File: src/rtl/gpio_irq_pkg.sv
package gpio_irq_pkg;

  // Register offsets (bus byte addresses)
  localparam int OFS_RISE_EN   = 'h44;
  localparam int OFS_FALL_EN   = 'h48;
  localparam int OFS_MASKED    = 'h80;
  localparam int OFS_EVT_EN    = 'h94;
  localparam int OFS_CAUSE_CLR = 'h98;

  // Write strobes from the decoder to the datapath
  typedef struct packed {
    logic wrRise;
    logic wrFall;
    logic wrEvt;
    logic wrClr;
  } cfgStb_t;

  // Read view selector
  typedef enum logic [2:0] {
    SEL_NONE,
    SEL_RISE,
    SEL_FALL,
    SEL_MASKED,
    SEL_EVT,
    SEL_RAW
  } rdSel_t;

endpackage

File: src/rtl/gpio_irq_ctrl.sv
module gpio_irq_ctrl
  import gpio_irq_pkg::*;
#(
  parameter int NUM_PINS = 32,
  parameter int ADDR_W   = 8,
  parameter int DATA_W   = 32
) (
  input  logic                regWrEn,
  input  logic [ADDR_W-1:0]   regAddr,
  input  logic [DATA_W-1:0]   regWrData,
  output cfgStb_t             stb,
  output logic [NUM_PINS-1:0] wrMask,
  output rdSel_t              rdSel
);

  localparam logic [ADDR_W-1:0] A_RISE   = ADDR_W'(OFS_RISE_EN);
  localparam logic [ADDR_W-1:0] A_FALL   = ADDR_W'(OFS_FALL_EN);
  localparam logic [ADDR_W-1:0] A_MASKED = ADDR_W'(OFS_MASKED);
  localparam logic [ADDR_W-1:0] A_EVT    = ADDR_W'(OFS_EVT_EN);
  localparam logic [ADDR_W-1:0] A_CLR    = ADDR_W'(OFS_CAUSE_CLR);

  assign wrMask = regWrData[NUM_PINS-1:0];

  // Address decode. The masked view is read-only and gets no write strobe.
  always_comb begin
    stb   = '0;
    rdSel = SEL_NONE;
    if (regAddr == A_RISE) begin
      rdSel      = SEL_RISE;
      stb.wrRise = regWrEn;
    end else if (regAddr == A_FALL) begin
      rdSel      = SEL_FALL;
      stb.wrFall = regWrEn;
    end else if (regAddr == A_MASKED) begin
      rdSel      = SEL_MASKED;
    end else if (regAddr == A_EVT) begin
      rdSel      = SEL_EVT;
      stb.wrEvt  = regWrEn;
    end else if (regAddr == A_CLR) begin
      rdSel      = SEL_RAW;
      stb.wrClr  = regWrEn;
    end
  end

endmodule

File: src/rtl/gpio_irq_dp.sv
module gpio_irq_dp
  import gpio_irq_pkg::*;
#(
  parameter int NUM_PINS = 32
) (
  input  logic                clk,
  input  logic                rst,
  input  logic [NUM_PINS-1:0] pinIn,
  input  cfgStb_t             stb,
  input  logic [NUM_PINS-1:0] wrMask,
  output logic [NUM_PINS-1:0] riseEn,
  output logic [NUM_PINS-1:0] fallEn,
  output logic [NUM_PINS-1:0] evtEn,
  output logic [NUM_PINS-1:0] causeQ,
  output logic                irq
);

  logic [NUM_PINS-1:0] pinPrev;
  logic [NUM_PINS-1:0] edgeHit;

  // One slice per pin: enables, previous level, edge detect, sticky cause
  for (genvar g = 0; g < NUM_PINS; g++) begin : g_pin
    always_ff @(posedge clk) begin
      if (rst) begin
        riseEn[g]  <= 1'b0;
        fallEn[g]  <= 1'b0;
        evtEn[g]   <= 1'b0;
        pinPrev[g] <= 1'b0;
      end else begin
        if (stb.wrRise) riseEn[g] <= wrMask[g];
        if (stb.wrFall) fallEn[g] <= wrMask[g];
        if (stb.wrEvt)  evtEn[g]  <= wrMask[g];
        pinPrev[g] <= pinIn[g];
      end
    end

    assign edgeHit[g] = (riseEn[g] &  pinIn[g] & ~pinPrev[g]) |
                        (fallEn[g] & ~pinIn[g] &  pinPrev[g]);

    // A fresh edge overrides a same-cycle clear
    always_ff @(posedge clk) begin
      if (rst) causeQ[g] <= 1'b0;
      else     causeQ[g] <= edgeHit[g] | (causeQ[g] & ~(stb.wrClr & wrMask[g]));
    end
  end

  assign irq = |(causeQ & evtEn);

endmodule

File: src/rtl/gpio_irq_cause.sv
module gpio_irq_cause
  import gpio_irq_pkg::*;
#(
  parameter int NUM_PINS = 32,
  parameter int ADDR_W   = 8,
  parameter int DATA_W   = 32
) (
  input  logic                clk,
  input  logic                rst,
  input  logic [NUM_PINS-1:0] pinIn,
  input  logic                regWrEn,
  input  logic [ADDR_W-1:0]   regAddr,
  input  logic [DATA_W-1:0]   regWrData,
  output logic [DATA_W-1:0]   regRdData,
  output logic                irqOut
);

  cfgStb_t             stb;
  rdSel_t              rdSel;
  logic [NUM_PINS-1:0] wrMask;
  logic [NUM_PINS-1:0] riseEn, fallEn, evtEn, causeQ;

  gpio_irq_ctrl #(.NUM_PINS(NUM_PINS), .ADDR_W(ADDR_W), .DATA_W(DATA_W)) u_ctrl (
    .regWrEn  (regWrEn),
    .regAddr  (regAddr),
    .regWrData(regWrData),
    .stb      (stb),
    .wrMask   (wrMask),
    .rdSel    (rdSel)
  );

  gpio_irq_dp #(.NUM_PINS(NUM_PINS)) u_dp (
    .clk   (clk),
    .rst   (rst),
    .pinIn (pinIn),
    .stb   (stb),
    .wrMask(wrMask),
    .riseEn(riseEn),
    .fallEn(fallEn),
    .evtEn (evtEn),
    .causeQ(causeQ),
    .irq   (irqOut)
  );

  always_comb begin
    case (rdSel)
      SEL_RISE:   regRdData = DATA_W'(riseEn);
      SEL_FALL:   regRdData = DATA_W'(fallEn);
      SEL_MASKED: regRdData = DATA_W'(causeQ & evtEn);
      SEL_EVT:    regRdData = DATA_W'(evtEn);
      SEL_RAW:    regRdData = DATA_W'(causeQ);
      default:    regRdData = '0;
    endcase
  end

endmodule

File: config.mk
export PLATFORM = sky130hd
export DESIGN_NAME = gpio_irq_cause
export DESIGN_NICKNAME = d
export VERILOG_FILES = /design/src/rtl/gpio_irq_pkg.sv /design/src/rtl/gpio_irq_ctrl.sv /design/src/rtl/gpio_irq_dp.sv /design/src/rtl/gpio_irq_cause.sv
export SDC_FILE = /design/constraint.sdc
export NUM_CORES = 1
export LEC_CHECK = 0
export BUFFER_PORTS_ARGS = -buffer_cell sky130_fd_sc_hd__clkbuf_2
export CORE_UTILIZATION = 64
export CTS_BUF_LIST = sky130_fd_sc_hd__clkbuf_8
export CTS_CLUSTER_SIZE = 25
export DETAILED_ROUTE_END_ITERATION = 6
export HOLD_SLACK_MARGIN = 0.1
export PLACE_DENSITY = 0.92
export SYNTH_ARGS = -nofsm -noshare
export SYNTH_HDL_FRONTEND = slang
export SYNTH_HIERARCHICAL = 1
export SYNTH_SLANG_ARGS = --single-unit
File: constraint.sdc
create_clock -name clk -period 4.4 [get_ports clk]
set_input_delay 0.88 -clock clk [delete_from_list [all_inputs] [get_ports clk]]
set_output_delay 0.88 -clock clk [all_outputs]
set_load 0.05 [all_outputs]
==> flow_summary.toml, run 1 <==
[die]
dieArea_um2 = 12430
rows = 39
start_util_pct = 66.33
core_area_um2 = 11560
fp.dieH_um = 111.5
io_pins = 108
die_w_um = 111.5

[worst_hold_path]
min_to = "u_dp/causeQ[21]"
hold_class = "reg -> reg"
hold_depth = 2
worstHoldStart = "u_dp/riseEn[21]"

[logic_synthesis]
synth_flop_cell = "dfxtp_1"
yosysUniqueCellTypes = 36
synth-async-reset-ratio_pct = 0
synth_largest_area_cell = "dfxtp_1"
synth.area.top_cells = "dfxtp_1 (42%), mux2i_1 (14%), nor2_1 (6.5%)"
yosysWarnings = 6
netlist.area_leader.share_pct = 41.76
syn_area_per_cell_um2 = 9.143
ys_ff_latch = 160
synth.cell_area_um2 = 7671
synth_nets = 914
syn_inst = 839
synth_edf_count = 0
yosysSeqAreaShare_pct = 41.76

[critical_path]
reg2reg_to = "u_dp/causeQ[7]"
critPathKind = "in -> out"
path_max_fanout = 80
r2r_cells = 2
crit_path_start_kind = "input port"
r2r_slack_ns = 3.60
startpoint = "regAddr[6]"
critPathCaptureType = "output pin"
crit_arrival_ns = 3.13
r2r-start = "u_dp/causeQ[7]"
crit_required_ns = 3.52

[global_routing]
grt_pass1_wl_um = 31610
antenna_found_initial = 0
grt_pass1_vias = 6475
overflow = 0
track_usage_pct = 32.40
grt_start_max_net_pins = 161

[clock_network]
clk_pin_slew_worst_paths_ns = 0.09
cts_tree = "yes"
htreeDepth = 4
cts-buffers-inserted = 17
ctsRootBufferMaster = "clkbuf_8"
cts_setup_buffers = 0
cts_max_path_buffers = 2
hold_buffers = 0
worst_skew_pair.late_latency_ns = 0.47
ctsResizeCount = 0
clock-sinks = 160

[outcome]
outcome = "finished, violations left"
failed_checks = "design-rule violations"

[pwr]
powerDensity_nw_per_um2 = 303.3
ir_worst_vdd_mv = 0.2741
leakage_nw = 3.158

[final_layout]
drive_above_1_share_pct = 20.75
final_area_um2 = 8915
fillers = 748
area_growth_pct = 16.21
fin_nets = 968
n_antenna_cell = 0
final_cells = 1049

[placement]
numPlacedInstances = 1017
gp_congestion = 0.8291
portBuffers = 107
place_area_um2 = 8513
dp_slack_ns = 0.4577
post-dp-hpwl_um = 12650

[timing]
relSlewSlack_pct = 54.15
timing.final.crit_share_pct = 91.14
final.setup_skew_ns = 0.01040
setup_viol = 0
worst_pin_slew_ns = 0.6870
hold_viol = 0
holdWs_ns = 0.5083
fin_tns_setup_ns = 0
rsz0062_at_grt = "false"
fin_ws_ns = 0.3897
final.min_clock_period_ns = 4.010
slew_viol_final = 0
fmax_mhz = 249.4

[detailed_routing]
drt_iter0_markers = 925
routed_wirelength_um = 20240
viasPerCell = 6.447
vias = 6763
postRouteAntennaNets = 0
detail_route.wl_per_cell_um = 19.30
drtPass1Iterations = 7
drc = 5

[job]
drv_cap = 0
## cells in the mapped netlist (2+ instances only)
library cell and count:
dfxtp_1 160, nor2_1 132, mux2i_1 108, a32oi_1 54, a21oi_1 42, buf_2 35, buf_4 34, nand2_1 33
inv_1 32, nand3b_1 32, a22oi_1 25, nor2b_1 25, a31oi_1 22, clkbuf_1 17, mux2_2 13, o21ai_0 13
a41oi_1 10, o21a_1 10, mux2_4 9, o21ai_1 9, nand4_1 4, buf_6 3, nand3_1 2, nor3_1 2
nor4_1 2
## cells by family (layout without fill, tap and decap cells)
group	Yosys count	count (layout)	share of synthesized area (%)
xor gates and xnor gates	1	1	0.1142
DFF	160	160	41.75
muxes	130	130	17.76
and+or+nand+nor	240	240	14.94
buffers and inverters	121	188	8.449
AOI/OAI and AO/OA	187	187	16.98
## report_power, final
part | internal, mW | switching [mW] | total (mW)
Clock | 0.532 | 0.565 | 1.10
Sequential | 1.46 | 0.00923 | 1.47
Combinational | 0.0498 | 0.0839 | 0.134
Total | 2.05 | 0.658 | 2.70
## through the flow
step	util, %	power, mW
CTS	77.09	2.703
global placement	73.61	1.633
global route	77.09	2.777
floorplan	-	1.593
finish	77.09	2.704
detailed placement	73.61	1.636
## metal layers
| layer | vias to the layer above | share of wire (%) | track usage [%] |
|---|---|---|---|
| met5 | - | 0 | 0 |
| met4 | 0 | 3.4 | 18.29 |
| met3 | 78 | 9.5 | 7.349 |
| met2 | 420 | 46 | 51.79 |
| met1 | 3174 | 41 | 40.53 |
| li1 | 3091 | - | - |
## sequential cells by signal (all words and copies together) (netlist names)
| signal | flops |
|---|---|
| u_dp/causeQ | 32 |
| u_dp/evtEn | 32 |
| u_dp/fallEn | 32 |
| u_dp/pinPrev | 32 |
| u_dp/riseEn | 32 |
## critical path, cell delays in order
cell       delay (ns)
clkbuf_2         0.08
nand2b_4         0.13
or3b_4           0.46
o2bb2ai_4        0.21
buf_12           0.34
mux2_2           0.39
a32oi_1          0.19
o21ai_0          0.21
buf_12           0.20
## layout by cell type, fill, tap and decap left out, drive strengths merged, types with 6 or more instances in the layout
cell type	instances
dfxtp	160
nor2b	25
mux2	22
o21ai	22
nor2	132
a41oi	10
a32oi	54
buf	47
a31oi	22
o21a	10
nand2	33
a22oi	26
clkinvlp	6
a21oi	42
nand3b	32
inv	33
mux2i	108
clkbuf	96
## cell type report
type / instances / area, um^2 / share of cell area [%]
Clock inverter: 13 / 140.1 / 1.572
Inverter: 32 / 120.1 / 1.347
Clock buffer: 19 / 261.5 / 2.933
Sequential cell: 160 / 3203 / 35.93
Tap cell: 143 / 178.9 / 2.007
Timing Repair Buffer: 124 / 1139 / 12.77
Multi-Input combinational cell: 558 / 3872 / 43.44
## how the worst max path moves through the flow
stage                    endpoint  slack [ns]
floorplan           regRdData[11]        0.25
global placement    regRdData[29]        0.49
detailed placement  regRdData[28]        0.46
CTS                  regRdData[9]        0.39
global route         regRdData[9]        0.31
finish               regRdData[9]        0.39
Note: power is estimated with default switching activity, not from simulation.
==> inputs of run 2 (changes only) <==
Settings changed: CORE_UTILIZATION 64 to 60, PLACE_DENSITY 0.92 to 0.87, RECOVER_POWER set to 25.
Clock period 4.4 ns to 3.9 ns, I/O delays scaled along.
==> flow_summary.toml, run 2 (synthesis gave the netlist of run 1 again) <==
[die]
io_pins = 108
fp.dieH_um = 115.1
core_area_um2 = 12210
dieArea_um2 = 13240
rows = 40
die_w_um = 115.1
start_util_pct = 62.82

[clock_network]
worst_skew_pair.late_latency_ns = 0.46
ctsResizeCount = 0
cts-buffers-inserted = 17
cts_setup_buffers = 0
clk_pin_slew_worst_paths_ns = 0.08
htreeDepth = 4
clock-sinks = 160
ctsRootBufferMaster = "clkbuf_8"
cts_tree = "yes"
hold_buffers = 0
cts_max_path_buffers = 2

[detailed_routing]
vias = 6594
drtPass1Iterations = 6
postRouteAntennaNets = 0
drt_iter0_markers = 730
detail_route.wl_per_cell_um = 18.28
routed_wirelength_um = 19740
drc = 0
viasPerCell = 6.106

[timing]
worst_pin_slew_ns = 2.810
slew_viol_final = 65
fmax_mhz = 266.0
timing.final.crit_share_pct = 96.38
relSlewSlack_pct = -87.30
final.setup_skew_ns = 0.009361
hold_viol = 0
final.min_clock_period_ns = 3.759
fin_ws_ns = 0.1412
setup_viol = 0
rsz0062_at_grt = "false"
fin_tns_setup_ns = 0

[outcome]
outcome = "finished, violations left"
failed_checks = "max-capacitance violations, max-slew violations"

[final_layout]
n_antenna_cell = 0
drive_above_1_share_pct = 21.38
layout_common_cells = "dfxtp_1 (160), nor2_1 (129), mux2i_1 (108), clkbuf_2 (74), a32oi_1 (54)"
area_growth_pct = 18.48
fin_nets = 975
fillers = 889
multiInputGateArea_um2 = 3875
final_util_pct = 74.43
layout_commonest_cell = "dfxtp_1"
seq_area_um2 = 3203
final_area_um2 = 9089
final_cells = 1080

[pwr]
ir_worst_vdd_mv = 0.2444
leakage_nw = 3.231
powerDensity_nw_per_um2 = 340.9

[critical_path]
critPathCaptureType = "output pin"
path_cells = "clkbuf_2, nand2b_4, or3b_4, o2bb2ai_4, buf_12, mux2_2, a32oi_1, o21ai_1, buf_12"
crit_arrival_ns = 2.98
crit_buf_inv = 3
crit_top_cell = "buf_12"
crit_path_start_kind = "input port"
critPathMaxStageDelay_ns = 0.46
slowest_stage = "or3b_4"
r2r_cells = 2
critPathTopFamily = "compound AO/OA/AOI/OAI gates"
worst-path-stages = 9
critPathKind = "in -> out"
path_max_fanout = 42
crit_required_ns = 3.12

[global_routing]
grt_pass1_wl_um = 31140
grt_pass1_vias = 6284
antenna_found_initial = 0
grt_start_max_net_pins = 97
track_usage_pct = 30.50
overflow = 0

[placement]
numPlacedInstances = 1049
gp_congestion = 0.8592
place_area_um2 = 8670
portBuffers = 107
dp_slack_ns = 0.1689
post-dp-hpwl_um = 13200

[job]
drv_cap = 1

[worst_hold_path]
hold_depth = 2
hold_class = "reg -> reg"
run 2: power breakdown:
part / internal, mW / total, mW / switching (mW)
clock network: 0.694 / 1.28 / 0.590
logic: 0.0574 / 0.153 / 0.0959
registers: 1.65 / 1.66 / 0.00938
total: 2.40 / 3.10 / 0.696
run 2: tightest hold or removal path, delay by kind of cell, from the launching register on:
family | cells | cell delay [ns]
AND/OR/NAND/NOR | 1 | 0.08
AO/OA/AOI/OAI | 1 | 0.05
flip-flops | 1 | 0.33
run 2: per-stage QoR:
stage,total power [mW],hold WS [ns]
after global routing,3.203,0.5304
after detailed placement,1.848,0.4929
final,3.098,0.5088
after CTS,3.109,0.5051
after floorplan,1.798,0.4709
after global placement,1.845,0.4879
run 2: cell type report:
class,count,share of cell area (%)
flip-flops and latches,160,35.24
inverters,32,1.322
clock inverters,10,1.473
multi-input cells,558,42.63
repair buffers,131,13.84
well taps,168,2.313
clock buffers,21,3.180
run 2: final timing paths:
check	start	end	slack, ns
setup / recovery	regAddr[6]	regRdData[14]	0.14
hold reg to reg	u_dp/riseEn[8]	u_dp/causeQ[8]	0.51
setup reg to reg	u_dp/pinPrev[3]	u_dp/causeQ[3]	3.02
hold / removal	u_dp/riseEn[8]	u_dp/causeQ[8]	0.51
run 2: metal layers:
metal / routed length (um) / track usage [%] / up-vias
met1: 8365 / 39.60 / 3123
met5: 0 / 0 / -
met2: 9284 / 49.20 / 317
met3: 1536 / 6.378 / 48
li1: - / - / 3106
met4: 552 / 13.25 / 0
==> inputs of run 3 (changes only) <==
Settings changed: CORE_ASPECT_RATIO set to 1.75.
==> flow_summary.toml, run 3 (synthesis gave the netlist of run 1 again) <==
[clock_network]
htreeDepth = 4
ctsRootBufferMaster = "clkbuf_8"
clock-sinks = 160
clk_pin_slew_worst_paths_ns = 0.08
cts_max_path_buffers = 2
cts_tree = "yes"
worst_skew_pair.late_latency_ns = 0.46
cts-buffers-inserted = 17

[timing]
timing.final.crit_share_pct = 95.89
fmax_mhz = 267.4
final.setup_skew_ns = 0.007278
rsz0062_at_grt = "false"
relSlewSlack_pct = -37.95
fin_tns_setup_ns = 0
slew_viol_final = 131
setup_viol = 0
hold_viol = 0
worst_pin_slew_ns = 2.069
final.min_clock_period_ns = 3.740

[placement]
gp_congestion = 0.8613
post-dp-hpwl_um = 13740
portBuffers = 107

[outcome]
failed_checks = "max-capacitance violations, max-slew violations"
outcome = "finished, violations left"

[final_layout]
seq_area_um2 = 3203
fillers = 952
layout_common_cells = "dfxtp_1 (160), nor2_1 (130), mux2i_1 (108), clkbuf_2 (76), a32oi_1 (54)"
layout_commonest_cell = "dfxtp_1"
multiInputGateArea_um2 = 3875
area_growth_pct = 17.24
fin_nets = 977
n_antenna_cell = 0
final_util_pct = 72.34
drive_above_1_share_pct = 21.47

[pwr]
ir_worst_vdd_mv = 0.2355
p_sw_mw = 0.7019
power_frac_clock_pct = 36.8
internal_power_mw = 2.166
p_sw_share_pct = 24.47
power_mw = 2.868
seqPwrFrac_pct = 57.9
leakage_nw = 3.188
combPwrFrac_pct = 5.3
powerDensity_nw_per_um2 = 318.9

[die]
core_area_um2 = 12430
die_w_um = 87.48
dieArea_um2 = 13260
start_util_pct = 61.70
rows = 54
io_pins = 108
fp.dieH_um = 151.6

[critical_path]
crit_arrival_ns = 2.96
critPathKind = "in -> out"
crit_required_ns = 3.12
path_max_fanout = 8
critPathCaptureType = "output pin"
crit_path_start_kind = "input port"
r2r_slack_ns = 3.03

[global_routing]
grt_start_max_net_pins = 98
grt_pass1_wl_um = 32040
grt_pass1_vias = 6515
track_usage_pct = 31.95
overflow = 0
antenna_found_initial = 0

[detailed_routing]
drc = 0
postRouteAntennaNets = 0
vias = 6721
viasPerCell = 6.217
drtPass1Iterations = 6
drt_iter0_markers = 540
detail_route.wl_per_cell_um = 19.10
routed_wirelength_um = 20650

[worst_hold_path]
hold_class = "reg -> reg"

[job]
drv_cap = 2
## run 3: cell types whose count changed in the layout (fill, tap and decap cells not counted), moves of 2 or more
cell,delta
bufinv_16,-3
clkbuf_8,-2
clkinvlp_4,+2
clkinv_2,+2
clkbuf_2,+2
## run 3: metal layers
layer  vias up  GRT usage (%)  share of wire [%]
li1       3116              -                  -
met1      3182          35.42                 37
met2       329          54.18                 50
met3        94          6.826                6.9
met4         0          21.39                5.4
met5         -              0                  0
## run 3: area by class of cell
type / instances / area share (%)
multi-input combinational: 558 / 43.09
sequential: 160 / 35.61
timing repair buffer: 133 / 13.95
clock buffer: 19 / 2.908
tap: 168 / 2.337
inverter: 32 / 1.336
clock inverter: 11 / 0.7652
## run 3: through the flow
stage          cells  instance area [um^2]  setup WS, ns  hold WS, ns
4_1_cts         1078                  8977       0.04281       0.5082
2_1_floorplan    839                  7671        0.1033       0.4709
3_3_place_gp    1048                  8647        0.1061       0.4920
3_5_place_dp    1048                  8647       0.04941       0.4991
6_report        1081                  8994        0.1602       0.5106
5_1_grt         1081                  8994       0.09592       0.5340
## run 3: timing repair
| item | in CTS | in global routing |
|---|---|---|
| setup buffers | 0 | 3 |
| endpoints found under the setup margin | 0 | 19 |
| gates resized for setup | 0 | 1 |
| hold buffers | 0 | 0 |
## run 3: power by group through the flow
stage | clock, mW | combinational [mW] | sequential (mW)
4_1_cts | 1.06 | 0.150 | 1.66
6_report | 1.06 | 0.151 | 1.66
5_1_grt | 1.13 | 0.163 | 1.66
3_5_place_dp | 0 | 0.149 | 1.70
3_3_place_gp | 0 | 0.147 | 1.70
2_1_floorplan | 0 | 0.102 | 1.70
## run 3: path summary, 6_finish.rpt
kind	start	end	cells after the start
worst min-delay path	u_dp/riseEn[29]	u_dp/causeQ[29]	2
worst max-delay path	regAddr[6]	regRdData[1]	9
worst min register to register	u_dp/riseEn[29]	u_dp/causeQ[29]	2
worst max register to register	u_dp/fallEn[1]	u_dp/causeQ[1]	2
## run 3: worst max-delay path, stage by stage
cell	delay [ns]
clkbuf_2	0.09
nand2b_4	0.14
or3b_4	0.46
nor4_4	0.39
nor2b_2	0.37
buf_4	0.25
a32oi_1	0.07
o21ai_1	0.23
buf_12	0.19
